[src/rtl/pcb_pkg.sv]
package pcb_pkg;

  // Control phases of the page buffer.
  typedef enum logic [1:0] {
    ST_IDLE = 2'd0,  // no operation open
    ST_FILL = 2'd1,  // collecting bytes after a start
    ST_WAIT = 2'd2,  // self-timed delay running
    ST_PROG = 2'd3   // latch slots copied into the array
  } pcb_state_e;

endpackage

[src/rtl/pcb_latch.sv]
module pcb_latch #(
  parameter int PAGE_BYTES = 32,
  parameter int DATA_W     = 8,
  parameter int OFF_W      = $clog2(PAGE_BYTES)
) (
  input  logic              clk,
  input  logic              rst_n,
  input  logic              clr_i,
  input  logic              wr_i,
  input  logic [OFF_W-1:0]  wr_off_i,
  input  logic [DATA_W-1:0] wr_data_i,
  input  logic [OFF_W-1:0]  rd_off_i,
  output logic [DATA_W-1:0] rd_data_o,
  output logic              rd_vld_o,
  output logic              any_o
);

  logic [DATA_W-1:0]     slot_data [PAGE_BYTES];
  logic [PAGE_BYTES-1:0] slot_vld;

  // One storage slot per page location, each with its own valid flag.
  generate
    for (genvar g = 0; g < PAGE_BYTES; g++) begin : g_slot
      logic [DATA_W-1:0] d_q;
      logic              v_q;
      logic              hit;

      assign hit = wr_i && (wr_off_i == OFF_W'(g));

      always_ff @(posedge clk or negedge rst_n) begin
        if (!rst_n) begin
          d_q <= '0;
          v_q <= 1'b0;
        end else if (clr_i) begin
          v_q <= 1'b0;
        end else if (hit) begin
          d_q <= wr_data_i;
          v_q <= 1'b1;
        end
      end

      assign slot_data[g] = d_q;
      assign slot_vld[g]  = v_q;
    end
  endgenerate

  assign rd_data_o = slot_data[rd_off_i];
  assign rd_vld_o  = slot_vld[rd_off_i];
  assign any_o     = |slot_vld;

endmodule

[src/rtl/pcb_timer.sv]
module pcb_timer #(
  parameter int CYCLE_CLKS = 64,
  parameter int CNT_W      = $clog2(CYCLE_CLKS + 1)
) (
  input  logic clk,
  input  logic rst_n,
  input  logic load_i,
  output logic done_o
);

  localparam logic [CNT_W-1:0] LAST = CNT_W'(CYCLE_CLKS - 1);

  logic [CNT_W-1:0] cnt_q;
  logic             run_q;

  always_ff @(posedge clk or negedge rst_n) begin
    if (!rst_n) begin
      cnt_q <= '0;
      run_q <= 1'b0;
    end else if (load_i) begin
      cnt_q <= '0;
      run_q <= 1'b1;
    end else if (run_q) begin
      if (cnt_q == LAST) begin
        run_q <= 1'b0;
      end else begin
        cnt_q <= cnt_q + 1'b1;
      end
    end
  end

  // High in the last cycle of the delay window.
  assign done_o = run_q && (cnt_q == LAST);

endmodule

[src/rtl/pcb_seq.sv]
module pcb_seq
  import pcb_pkg::*;
#(
  parameter int PAGE_BYTES = 32,
  parameter int OFF_W      = $clog2(PAGE_BYTES)
) (
  input  logic             clk,
  input  logic             rst_n,
  input  logic             start_i,
  input  logic             byte_vld_i,
  input  logic             commit_i,
  input  logic             veto_i,
  input  logic             any_i,
  input  logic             tmr_done_i,
  output logic             cap_o,
  output logic             latch_wr_o,
  output logic             latch_clr_o,
  output logic             tmr_load_o,
  output logic             reject_o,
  output logic             prog_o,
  output logic [OFF_W-1:0] scan_off_o,
  output logic             busy_o,
  output logic             wel_clr_o
);

  localparam logic [OFF_W-1:0] SCAN_LAST = OFF_W'(PAGE_BYTES - 1);

  pcb_state_e       state_q, state_d;
  logic [OFF_W-1:0] scan_q, scan_d;
  logic             done_q, done_d;

  always_comb begin
    state_d     = state_q;
    scan_d      = scan_q;
    done_d      = 1'b0;
    cap_o       = 1'b0;
    latch_wr_o  = 1'b0;
    latch_clr_o = 1'b0;
    tmr_load_o  = 1'b0;
    reject_o    = 1'b0;
    unique case (state_q)
      ST_IDLE, ST_FILL: begin
        if (start_i) begin
          state_d     = ST_FILL;
          cap_o       = 1'b1;
          latch_clr_o = 1'b1;
        end else if (state_q == ST_FILL && byte_vld_i) begin
          latch_wr_o = 1'b1;
        end else if (state_q == ST_FILL && commit_i) begin
          if (any_i && !veto_i) begin
            state_d    = ST_WAIT;
            tmr_load_o = 1'b1;
          end else begin
            state_d     = ST_IDLE;
            latch_clr_o = 1'b1;
            reject_o    = 1'b1;
          end
        end
      end
      ST_WAIT: begin
        if (tmr_done_i) begin
          state_d = ST_PROG;
          scan_d  = '0;
        end
      end
      ST_PROG: begin
        scan_d = scan_q + 1'b1;
        if (scan_q == SCAN_LAST) begin
          state_d     = ST_IDLE;
          latch_clr_o = 1'b1;
          done_d      = 1'b1;
        end
      end
      default: state_d = ST_IDLE;
    endcase
  end

  always_ff @(posedge clk or negedge rst_n) begin
    if (!rst_n) begin
      state_q <= ST_IDLE;
      scan_q  <= '0;
      done_q  <= 1'b0;
    end else begin
      state_q <= state_d;
      scan_q  <= scan_d;
      done_q  <= done_d;
    end
  end

  assign prog_o     = (state_q == ST_PROG);
  assign busy_o     = (state_q == ST_WAIT) || (state_q == ST_PROG);
  assign scan_off_o = scan_q;
  assign wel_clr_o  = done_q;

endmodule

[src/rtl/page_commit_buf.sv]
module page_commit_buf #(
  parameter int ADDR_W     = 12,
  parameter int DATA_W     = 8,
  parameter int PAGE_BYTES = 32,
  parameter int CYCLE_CLKS = 64
) (
  input  logic              clk,
  input  logic              rst_n,
  input  logic              start_i,
  input  logic [ADDR_W-1:0] start_addr_i,
  input  logic              byte_vld_i,
  input  logic [DATA_W-1:0] byte_i,
  input  logic              commit_i,
  input  logic              veto_i,
  output logic              arr_we_o,
  output logic [ADDR_W-1:0] arr_addr_o,
  output logic [DATA_W-1:0] arr_data_o,
  output logic              busy_o,
  output logic              wel_clr_o
);

  localparam int OFF_W = $clog2(PAGE_BYTES);
  localparam logic [ADDR_W-1:0] OFF_MASK = ADDR_W'(PAGE_BYTES - 1);

  // Address arithmetic of the page buffer.
  function automatic logic [ADDR_W-1:0] page_base(input logic [ADDR_W-1:0] a);
    return a & ~OFF_MASK;
  endfunction

  function automatic logic [OFF_W-1:0] page_off(input logic [ADDR_W-1:0] a);
    return a[OFF_W-1:0];
  endfunction

  function automatic logic [OFF_W-1:0] next_off(input logic [OFF_W-1:0] o);
    return (o == OFF_W'(PAGE_BYTES - 1)) ? '0 : o + 1'b1;
  endfunction

  // Named internal events.
  logic              ev_capture;
  logic              ev_byte;
  logic              ev_clear;
  logic              ev_accept;
  logic              ev_reject;
  logic              ev_tmr_done;
  logic              prog;
  logic              latch_any;
  logic              slot_vld;
  logic [DATA_W-1:0] slot_data;
  logic [OFF_W-1:0]  scan_off;

  logic [ADDR_W-1:0] base_q;
  logic [OFF_W-1:0]  ptr_q;

  always_ff @(posedge clk or negedge rst_n) begin
    if (!rst_n) begin
      base_q <= '0;
      ptr_q  <= '0;
    end else if (ev_capture) begin
      base_q <= page_base(start_addr_i);
      ptr_q  <= page_off(start_addr_i);
    end else if (ev_byte) begin
      ptr_q  <= next_off(ptr_q);
    end
  end

  pcb_seq #(
    .PAGE_BYTES (PAGE_BYTES),
    .OFF_W      (OFF_W)
  ) u_seq (
    .clk         (clk),
    .rst_n       (rst_n),
    .start_i     (start_i),
    .byte_vld_i  (byte_vld_i),
    .commit_i    (commit_i),
    .veto_i      (veto_i),
    .any_i       (latch_any),
    .tmr_done_i  (ev_tmr_done),
    .cap_o       (ev_capture),
    .latch_wr_o  (ev_byte),
    .latch_clr_o (ev_clear),
    .tmr_load_o  (ev_accept),
    .reject_o    (ev_reject),
    .prog_o      (prog),
    .scan_off_o  (scan_off),
    .busy_o      (busy_o),
    .wel_clr_o   (wel_clr_o)
  );

  pcb_latch #(
    .PAGE_BYTES (PAGE_BYTES),
    .DATA_W     (DATA_W),
    .OFF_W      (OFF_W)
  ) u_latch (
    .clk       (clk),
    .rst_n     (rst_n),
    .clr_i     (ev_clear),
    .wr_i      (ev_byte),
    .wr_off_i  (ptr_q),
    .wr_data_i (byte_i),
    .rd_off_i  (scan_off),
    .rd_data_o (slot_data),
    .rd_vld_o  (slot_vld),
    .any_o     (latch_any)
  );

  pcb_timer #(
    .CYCLE_CLKS (CYCLE_CLKS)
  ) u_timer (
    .clk    (clk),
    .rst_n  (rst_n),
    .load_i (ev_accept),
    .done_o (ev_tmr_done)
  );

  // Only slots that received a byte are copied into the array.
  assign arr_we_o   = prog && slot_vld;
  assign arr_addr_o = base_q | ADDR_W'(scan_off);
  assign arr_data_o = slot_data;

endmodule

[config.mk]
export PLATFORM = sky130hd
export DESIGN_NAME = page_commit_buf
export DESIGN_NICKNAME = d
export VERILOG_FILES = /design/src/rtl/pcb_pkg.sv /design/src/rtl/pcb_latch.sv /design/src/rtl/pcb_timer.sv /design/src/rtl/pcb_seq.sv /design/src/rtl/page_commit_buf.sv
export SDC_FILE = /design/constraint.sdc
export NUM_CORES = 1
export LEC_CHECK = 0
export BUFFER_PORTS_ARGS = -buffer_cell sky130_fd_sc_hd__buf_4
export CAP_MARGIN = 20
export CORE_UTILIZATION = 45
export DETAILED_ROUTE_END_ITERATION = 8
export PLACE_DENSITY = 0.69
export SETUP_SLACK_MARGIN = 0.3
export SLEW_MARGIN = 20
export SYNTH_ARGS = -nofsm -noshare
export SYNTH_HDL_FRONTEND = slang
export SYNTH_SLANG_ARGS = --single-unit
[constraint.sdc]
create_clock -name clk -period 3 [get_ports clk]
set_clock_uncertainty 0.05 [all_clocks]
set_input_delay 0.3 -clock clk [delete_from_list [all_inputs] [get_ports clk]]
set_output_delay 0.3 -clock clk [all_outputs]
set_load 0.05 [all_outputs]
==> flow_summary.json, run 1 <==
{
  "drtAntennaViolNets": 0,
  "synth_area_leaders": "dfrtp_1, mux2_2, mux4_2",
  "clk_pin_slew_ns": 0.06,
  "p_total_mw": 17.87,
  "r2r-end": "u_latch.g_slot[31].v_q",
  "cp_max_fo": 15,
  "outcome": "finished, final reports clean",
  "critPathSlowestCell": "dfrtp_4",
  "antenna-diode-count": 0,
  "fp.dieArea_sq_mm": 0.03329,
  "yosys.area.top_type": "dfrtp_1",
  "drive_gt1_share_pct": 54.55,
  "grt-ovfl-total": 0,
  "yosysSeqAreaShare_pct": 53.96,
  "htree_levels": 2,
  "powerDensity_mw_per_mm2": 1030,
  "boundaryPins": 49,
  "rows": 65,
  "path_cells": "buf_4 -> bufbuf_16 -> mux4_2 -> mux2_2 -> nand2_1 -> a21oi_2 -> buf_6",
  "drtPass1Iterations": 4,
  "routed_wirelength_microns": 34940,
  "drt_iter0_drc": 554,
  "clk_latency_ns": 0.50,
  "synth_nets": 1003,
  "worstMarginPinSlew_ns": 0.6751,
  "slew_headroom_pct": 55.00,
  "min_from": "start_i",
  "synth_area_sq_mm": 0.01465,
  "holdPathStages": 3,
  "post_drt_via_cell_ratio": 5.832,
  "dp_hpwl_microns": 21240,
  "r2r_start": "u_seq.scan_off_o[1]",
  "cts_root_buf": "clkbuf_16",
  "num-fill-cells": 2571,
  "yosys_warnings": 0,
  "gp_congestion": 0.7709,
  "cap_violations": 0,
  "area_growth_pct": 18.39,
  "core_sq_mm": 0.03180,
  "max_freq_mhz": 348.6,
  "fin_util_pct": 54.56,
  "setup_violations": 0,
  "vias": 8760,
  "track_usage_pct": 21.96,
  "instances_no_fill": 1502,
  "cts_made_buffers": 35,
  "hp-class": "primary input to flip-flop",
  "required_ns": 2.65,
  "nets": 1076,
  "rsz0062_at_grt": "true",
  "grt_pass1_vias": 9199,
  "synth-async-reset-ratio_pct": 100.0,
  "power.leakage_nw": 8.181,
  "synth_flop_cell": "dfrtp_1",
  "slowest_delay_ns": 0.58,
  "antenna_found_initial": 0,
  "pre_cts_ws_ns": 0.3614,
  "cts_sinks": 316,
  "hold_viol": 0,
  "fp.dieH_microns": 182.5,
  "synth-seq-cells": 316,
  "dp_cells": 1409,
  "wire_per_inst_microns": 23.26,
  "ir_drop_uv": 1072,
  "dieWidth_microns": 182.5,
  "arrival_ns": 2.52,
  "rr_worst_depth": 9,
  "finalCritPeriodShare_pct": 95.63,
  "setup_slack_ns": 0.1311,
  "fin_tns_setup_ns": 0,
  "critPathCaptureType": "output port",
  "synth.avg_cell_area_sq_um": 15.14,
  "start_util_pct": 46.08,
  "port_buffers": 48,
  "holdPathEnd": "u_seq.state_q[0]",
  "fin_crit_ns": 2.869,
  "grt_pass1_wl_microns": 55640,
  "startpoint_type": "flip-flop",
  "drc_errors": 0,
  "clock_path_buffers": 3,
  "grt_max_degree": 80,
  "cts_tree": "yes",
  "r2r_setup_slack_ns": 0.48,
  "netlist.area_leader.share_pct": 53.96,
  "synth_cell_type_count": 47,
  "report.final.slew_viol_count": 0,
  "postSynthCellCount": 968,
  "synth_edf_count": 0,
  "path_class": "flip-flop to output port"
}
[state kept, by name (all words and copies together), names as in the netlist, 2 cells and up]
signal              flops
u_latch.g_slot.d_q    256
u_latch.g_slot.v_q     32
base_q                  7
u_timer.cnt_q           7
ptr_q                   5
u_seq.scan_off_o        5
u_seq.state_q           2
[metrics by stage]
stage / hold slack [ns] / area [sq um]
after floorplan: -0.04559 / 14690
after global placement: 0.2955 / 15580
after detailed placement: 0.2953 / 15580
after CTS: 0.03913 / 17280
after global routing: 0.04810 / 17350
final: 0.05301 / 17350
[Yosys cell counts, types with 10 or more instances]
cell,number
mux2_2,288
mux4_2,70
nor2_1,15
buf_2,21
a22o_1,11
nand3_2,13
a21oi_1,14
nand2_1,28
dfrtp_1,316
a21bo_2,15
clkbuf_1,36
buf_4,10
[cell type report]
type / instances / area (sq um) / area share [%]
Clock buffer: 50 / 1012 / 5.834
Clock inverter: 13 / 167.7 / 0.9664
Inverter: 6 / 22.52 / 0.1298
Multi-Input combinational cell: 576 / 6600 / 38.04
Sequential cell: 316 / 7916 / 45.63
Tap cell: 435 / 544.3 / 3.137
Timing Repair Buffer: 106 / 1086 / 6.260
[cell usage in the layout, fill, tap and decap left out, types with 8 or more instances in the layout]
cell type,Yosys,layout
nand2_2,6,10
mux2_2,288,285
nand3_2,13,13
ha_1,9,9
nor2_1,15,15
nor2b_1,9,9
clkbuf_16,0,35
dlygate4sd3_1,0,12
and3_1,9,9
nand2_1,28,24
a22o_1,11,11
clkbuf_8,0,8
a21bo_2,15,15
buf_4,10,67
nor4_1,8,8
buf_6,2,12
mux4_2,70,71
dfrtp_1,316,313
[repair_timing]
item                       in CTS  in global routing
buffers inserted               13                  1
setup endpoints to repair       9                 10
resized for setup              40                 12
hold endpoints to repair       85                  0
hold buffers                   12                  0
cloned                          4                  0
pin swaps                       2                  0
[critical path, delay by kind of cell (launching register included)]
family	cells	cell delay (ns)
DFF	1	0.58
and+or+nand+nor	1	0.11
buffers and inverters	3	0.65
AOI/OAI and AO/OA	1	0.09
muxes	2	0.57
[power breakdown]
group          switching [mW]  internal [mW]  total [mW]
Combinational            3.36           3.53        6.88
Clock                    1.73           2.62        4.35
Sequential              0.944           5.69        6.64
[worst max-delay path by stage]
stage,slack [ns],to,startpoint
after global routing,0.08,arr_we_o,u_seq.scan_off_o[1]
after floorplan,0.33,u_latch.g_slot[11].v_q,u_seq.scan_off_o[2]
final,0.13,arr_data_o[7],u_seq.scan_off_o[1]
after global placement,0.35,arr_data_o[5],u_seq.scan_off_o[0]
after CTS,0.13,arr_data_o[4],u_seq.scan_off_o[0]
after detailed placement,0.36,arr_data_o[5],u_seq.scan_off_o[0]
[logic make-up (layout without fill, tap and decap cells)]
group                    Yosys count  count (layout)  synth area share, %
buffers and inverters             76             175                2.485
adder cells (fa/ha/maj)            9               9               0.7685
XOR/XNOR                           4               4               0.2391
AO/OA/AOI/OAI                     84              84                4.380
AND/OR/NAND/NOR                  118             118                4.850
flip-flops                       316             316                53.96
multiplexers                     361             361                33.32
[routing by layer]
layer	vias to the layer above	track usage, %	wire length, microns
li1	3783	-	-
met1	4751	32.42	16730
met2	182	35.02	16410
met3	44	2.914	1349
met4	0	4.202	449
met5	-	0	0
Power figures use the tool's default switching activity.
==> run 2: changes to the inputs <==
- SYNTH_HIERARCHICAL: unset -> 1
==> flow_summary.json, run 2 <==
{
  "outcome": "finished with violations",
  "violations": "negative setup slack",
  "switching_share_pct": 27.89,
  "clock_power_share_pct": 37.1,
  "vias": 9205,
  "p_total_mw": 11.45,
  "min_from": "start_i",
  "grt_max_degree": 72,
  "critPathSlowestCell": "mux4_2",
  "path_cells": "bufbuf_16 -> buf_4 -> mux4_2 -> mux4_2 -> mux2_4 -> buf_6",
  "cpMostUsedCell": "mux4_2",
  "internal-power_mw": 8.256,
  "synth_area_sq_mm": 0.01458,
  "start_util_pct": 45.96,
  "num-fill-cells": 2360,
  "dpl_cell_area_sq_mm": 0.01629,
  "grt-ovfl-total": 0,
  "cap_violations": 0,
  "largest_register_ffs": 256,
  "pre_cts_ws_ns": 0.1600,
  "antenna_found_initial": 2,
  "routed_wirelength_microns": 39430,
  "r2r_setup_slack_ns": -0.13,
  "ir_drop_uv": 331.4,
  "postSynthCellCount": 947,
  "p_switching_mw": 3.194,
  "synth.avg_cell_area_sq_um": 15.39,
  "area_growth_pct": 29.82,
  "fin_util_pct": 59.66,
  "grt.met2_usage_pct": 36.94,
  "cts_sinks": 316,
  "dp_cells": 1401,
  "cts_tree": "yes",
  "gp_congestion": 0.8067,
  "track_usage_pct": 24.00,
  "rows": 65,
  "clk_pin_slew_ns": 0.06,
  "design_area_sq_mm": 0.01892,
  "antenna-diode-count": 0,
  "grt_pass1_wl_microns": 59350,
  "p_comb_share_pct": 21.5,
  "power_frac_seq_pct": 41.5,
  "top_register": "u_latch/g_slot.d_q",
  "hp-class": "primary input to flip-flop",
  "finalCritPeriodShare_pct": 108.9,
  "slowest_delay_ns": 0.56,
  "powerDensity_mw_per_mm2": 605.1,
  "cp_max_fo": 5,
  "regArea_sq_mm": 0.007916,
  "clk_latency_ns": 0.51,
  "drive_gt1_share_pct": 57.43,
  "cts_made_buffers": 34,
  "layout_commonest_cell": "dfrtp_1",
  "report.final.slew_viol_count": 0,
  "crit_start": "u_seq/scan_off_o[1]",
  "setup_slack_ns": -0.2667,
  "fp.dieH_microns": 182.0,
  "post_drt_via_cell_ratio": 5.954,
  "max_freq_mhz": 306.1,
  "port_buffers": 48,
  "arrival_ns": 2.92,
  "grt-busiest-layer": "met2",
  "fin_tns_setup_ns": -10.95,
  "drtPass1Iterations": 5,
  "power.leakage_nw": 8.996,
  "setup_violations": 190,
  "yosys_warnings": 6,
  "core_sq_mm": 0.03172,
  "drtAntennaViolNets": 0,
  "dieWidth_microns": 182.0,
  "path_class": "flip-flop to output port",
  "holdPathEnd": "u_seq/state_q[1]",
  "rsz0062_at_grt": "true",
  "reg.largest.list": "u_latch/g_slot.d_q x256, u_latch/g_slot.v_q x32",
  "critPathCaptureType": "output port",
  "synth_nets": 978,
  "startpoint_type": "flip-flop",
  "multi_input_area_sq_mm": 0.006915,
  "hold_viol": 0,
  "r2r-end": "u_latch/g_slot[29].d_q[7]",
  "htree_levels": 2,
  "boundaryPins": 49,
  "rr_worst_depth": 14,
  "holdWs_ns": 0.09495,
  "grt.met1_usage_pct": 34.67,
  "clock_path_buffers": 3,
  "slew_headroom_pct": 14.80,
  "layout_common_cells": "dfrtp_1, mux2_2, buf_4",
  "wire_per_inst_microns": 25.50,
  "r2r_start": "u_seq/scan_off_o[1]",
  "required_ns": 2.65,
  "cts_root_buf": "clkbuf_16",
  "worstMarginPinSlew_ns": 1.273,
  "dp_hpwl_microns": 22500,
  "grt_pass1_vias": 9674,
  "instances_no_fill": 1546,
  "drt_iter0_drc": 655,
  "nets": 1153,
  "use_met3_pct": 4.994,
  "fp.dieArea_sq_mm": 0.03312,
  "fin_crit_ns": 3.267,
  "holdPathStages": 4,
  "drc_errors": 0
}
-- run 2: cell types whose count changed in the layout (fill, tap and decap cells not counted), moves of 18 or more --
cell | previous run | this run
mux2_2 | 285 | 197
mux2_4 | 3 | 69
buf_12 | 7 | 25
buf_6 | 12 | 56
mux4_2 | 71 | 90
buf_4 | 67 | 96
-- run 2: area by class of cell --
| class | count | share of cell area (%) |
|---|---|---|
| flip-flops and latches | 316 | 41.83 |
| multi-input cells | 540 | 36.54 |
| repair buffers | 207 | 12.52 |
| clock buffers | 52 | 5.547 |
| well taps | 402 | 2.658 |
| inverters | 23 | 0.4562 |
| clock inverters | 6 | 0.4430 |
-- run 2: worst max-delay path: cells and delay by family (launching register included) --
| kind | cells | cell delay [ns] |
|---|---|---|
| multiplexers | 3 | 1.29 |
| flip-flops | 1 | 0.53 |
| buffers and inverters | 3 | 0.57 |
-- run 2: repair_timing --
item	CTS	global route
buffers inserted	35	21
setup endpoints to repair	281	280
cloned	14	4
hold buffers	13	0
endpoints found under the hold margin	76	0
pin swaps	14	7
resized for setup	105	50
-- run 2: worst max path at each step --
stage                                endpoint  depth (start not counted)
finish                          arr_data_o[1]                          6
global route                    arr_data_o[3]                          6
CTS                             arr_data_o[1]                          6
detailed placement  u_latch/g_slot[28].d_q[4]                         11
global placement    u_latch/g_slot[28].d_q[6]                         11
floorplan           u_latch/g_slot[15].d_q[0]                         10
-- run 2: per-layer routing --
layer	up-vias	part of all wire [%]	wire, microns
met5	-	0.066	26
met4	4	2.1	811
met3	68	5.9	2344
met2	269	48	18890
met1	4959	44	17350
li1	3905	-	-
-- run 2: power by group through the flow --
stage | clock [mW] | sequential (mW) | combinational, mW
2_1_floorplan | 0 | 4.83 | 1.43
3_3_place_gp | 0 | 4.80 | 2.04
3_5_place_dp | 0 | 4.81 | 2.08
4_1_cts | 4.33 | 4.74 | 2.34
5_1_grt | 4.51 | 4.78 | 2.62
6_report | 4.24 | 4.75 | 2.46
==> run 3: changes to the inputs <==
- SETUP_SLACK_MARGIN: 0.3 -> 0.2
==> flow_summary.json, run 3 (synthesis results as in run 2) <==
{
  "rr_worst_depth": 15,
  "fp.dieH_microns": 182.0,
  "pre_cts_ws_ns": -0.0001128,
  "nets": 1132,
  "finalCritPeriodShare_pct": 108.8,
  "r2r-end": "u_latch/g_slot[15].d_q[3]",
  "gp_congestion": 0.8177,
  "grt_pass1_wl_microns": 57840,
  "start_util_pct": 45.96,
  "slew_headroom_pct": 37.56,
  "critPathCaptureType": "output port",
  "htree_levels": 2,
  "num-fill-cells": 2363,
  "drive_gt1_share_pct": 56.48,
  "path_class": "flip-flop to output port",
  "worstMarginPinSlew_ns": 0.9331,
  "r2r_start": "u_seq/scan_off_o[1]",
  "fin_crit_ns": 3.264,
  "cts_made_buffers": 36,
  "hold_viol": 0,
  "regArea_sq_mm": 0.007916,
  "cp_max_fo": 7,
  "r2r_setup_slack_ns": -0.26,
  "clk_pin_slew_ns": 0.06,
  "drt_iter0_drc": 738,
  "area_growth_pct": 29.04,
  "dpl_cell_area_sq_mm": 0.01606,
  "p_total_mw": 11.70,
  "drtPass1Iterations": 5,
  "startpoint_type": "flip-flop",
  "layout_common_cells": "dfrtp_1, mux2_2, mux4_2",
  "top_register": "u_latch/g_slot.d_q",
  "rows": 65,
  "setup_slack_ns": -0.2638,
  "ir_drop_uv": 422.1,
  "port_buffers": 48,
  "arrival_ns": 2.91,
  "antenna-diode-count": 0,
  "fin_util_pct": 59.31,
  "drc_errors": 0,
  "holdPathStages": 3,
  "grt-ovfl-total": 0,
  "core_sq_mm": 0.03172,
  "routed_wirelength_microns": 39540,
  "required_ns": 2.65,
  "powerDensity_mw_per_mm2": 622.1,
  "setup_violations": 190,
  "post_drt_via_cell_ratio": 6.018,
  "rsz0062_at_grt": "true",
  "antenna_found_initial": 0,
  "outcome": "finished with violations",
  "design_area_sq_mm": 0.01881,
  "reg.largest.list": "u_latch/g_slot.d_q x256, u_latch/g_slot.v_q x32",
  "min_from": "start_addr_i[3]",
  "hp-class": "primary input to flip-flop",
  "track_usage_pct": 23.18,
  "wire_per_inst_microns": 25.88,
  "boundaryPins": 49,
  "cts_root_buf": "clkbuf_16",
  "clk_latency_ns": 0.50,
  "violations": "negative setup slack",
  "dp_hpwl_microns": 21320,
  "drtAntennaViolNets": 0,
  "holdPathEnd": "ptr_q[3]",
  "layout_commonest_cell": "dfrtp_1",
  "cap_violations": 0,
  "max_freq_mhz": 306.4,
  "vias": 9196,
  "cts_tree": "yes",
  "multi_input_area_sq_mm": 0.006933,
  "clock_path_buffers": 3,
  "dieWidth_microns": 182.0,
  "largest_register_ffs": 256,
  "fp.dieArea_sq_mm": 0.03312,
  "report.final.slew_viol_count": 0,
  "power.leakage_nw": 8.946,
  "grt_max_degree": 101,
  "grt_pass1_vias": 9468,
  "cts_sinks": 316
}
run 3: cell count changes in the layout (fill, tap and decap cells not counted), sizes merged:
cell | before | now
inv | 24 | 23
clkinvlp | 0 | 1
clkbuf | 56 | 58
bufinv | 2 | 3
bufbuf | 1 | 0
buf | 189 | 165
clkinv | 3 | 8
dlygate4sd3 | 13 | 12
run 3: area by class of cell:
| class | instances | share of cell area, % |
|---|---|---|
| Timing Repair Buffer | 184 | 11.65 |
| Multi-Input combinational cell | 540 | 36.86 |
| Clock inverter | 12 | 0.7516 |
| Clock buffer | 51 | 5.521 |
| Tap cell | 402 | 2.674 |
| Inverter | 23 | 0.4590 |
| Sequential cell | 316 | 42.08 |
run 3: metal layers:
layer | wire length [microns] | vias up | GRT usage, %
li1 | - | 3869 | -
met1 | 17490 | 4962 | 33.40
met2 | 18900 | 305 | 36.80
met3 | 2408 | 60 | 4.112
met4 | 733 | 0 | 5.345
met5 | 0 | - | 0
run 3: metrics by stage:
stage | TNS [ns] | hold slack [ns] | std cells
after CTS | -2.470 | 0.02358 | 1489
after floorplan | 0 | -0.04559 | 947
final | -17.91 | 0.03328 | 1528
after global routing | -28.89 | 0.03467 | 1528
after global placement | 0 | 0.2160 | 1392
after detailed placement | -0.0001128 | 0.2141 | 1392
run 3: what timing repair did:
item,4_1_cts,5_1_grt
setup buffers,12,25
pin swaps,9,10
setup endpoints to repair,259,286
resized for setup,94,105
hold buffers,12,0
endpoints found under the hold margin,60,0
gates cloned,10,14
run 3: worst max path at each step:
| stage | depth (start not counted) | from | slack (ns) | end |
|---|---|---|---|---|
| detailed placement | 11 | u_latch/g_slot[24].v_q | -0.0001 | u_latch/g_slot[29].d_q[3] |
| global route | 15 | u_seq/scan_off_o[1] | -0.31 | u_latch/g_slot[15].d_q[5] |
| finish | 7 | u_seq/scan_off_o[1] | -0.26 | arr_data_o[6] |
| floorplan | 10 | u_seq/scan_off_o[1] | 0.18 | u_latch/g_slot[15].d_q[0] |
| CTS | 7 | u_seq/scan_off_o[1] | -0.28 | arr_we_o |
| global placement | 11 | u_latch/g_slot[25].v_q | 0.006 | u_latch/g_slot[19].d_q[3] |
run 3: where the power goes:
part           internal [mW]  switching (mW)
registers               4.52           0.211
clock network           2.67            1.72
logic                   1.23            1.35
run 3: worst max-delay path: stages (launching register included):
cell and delay [ns]:
dfrtp_4 0.52, clkbuf_16 0.19, buf_12 0.13, buf_16 0.14
mux4_2 0.42, mux4_2 0.54, mux2_4 0.30, buf_6 0.16
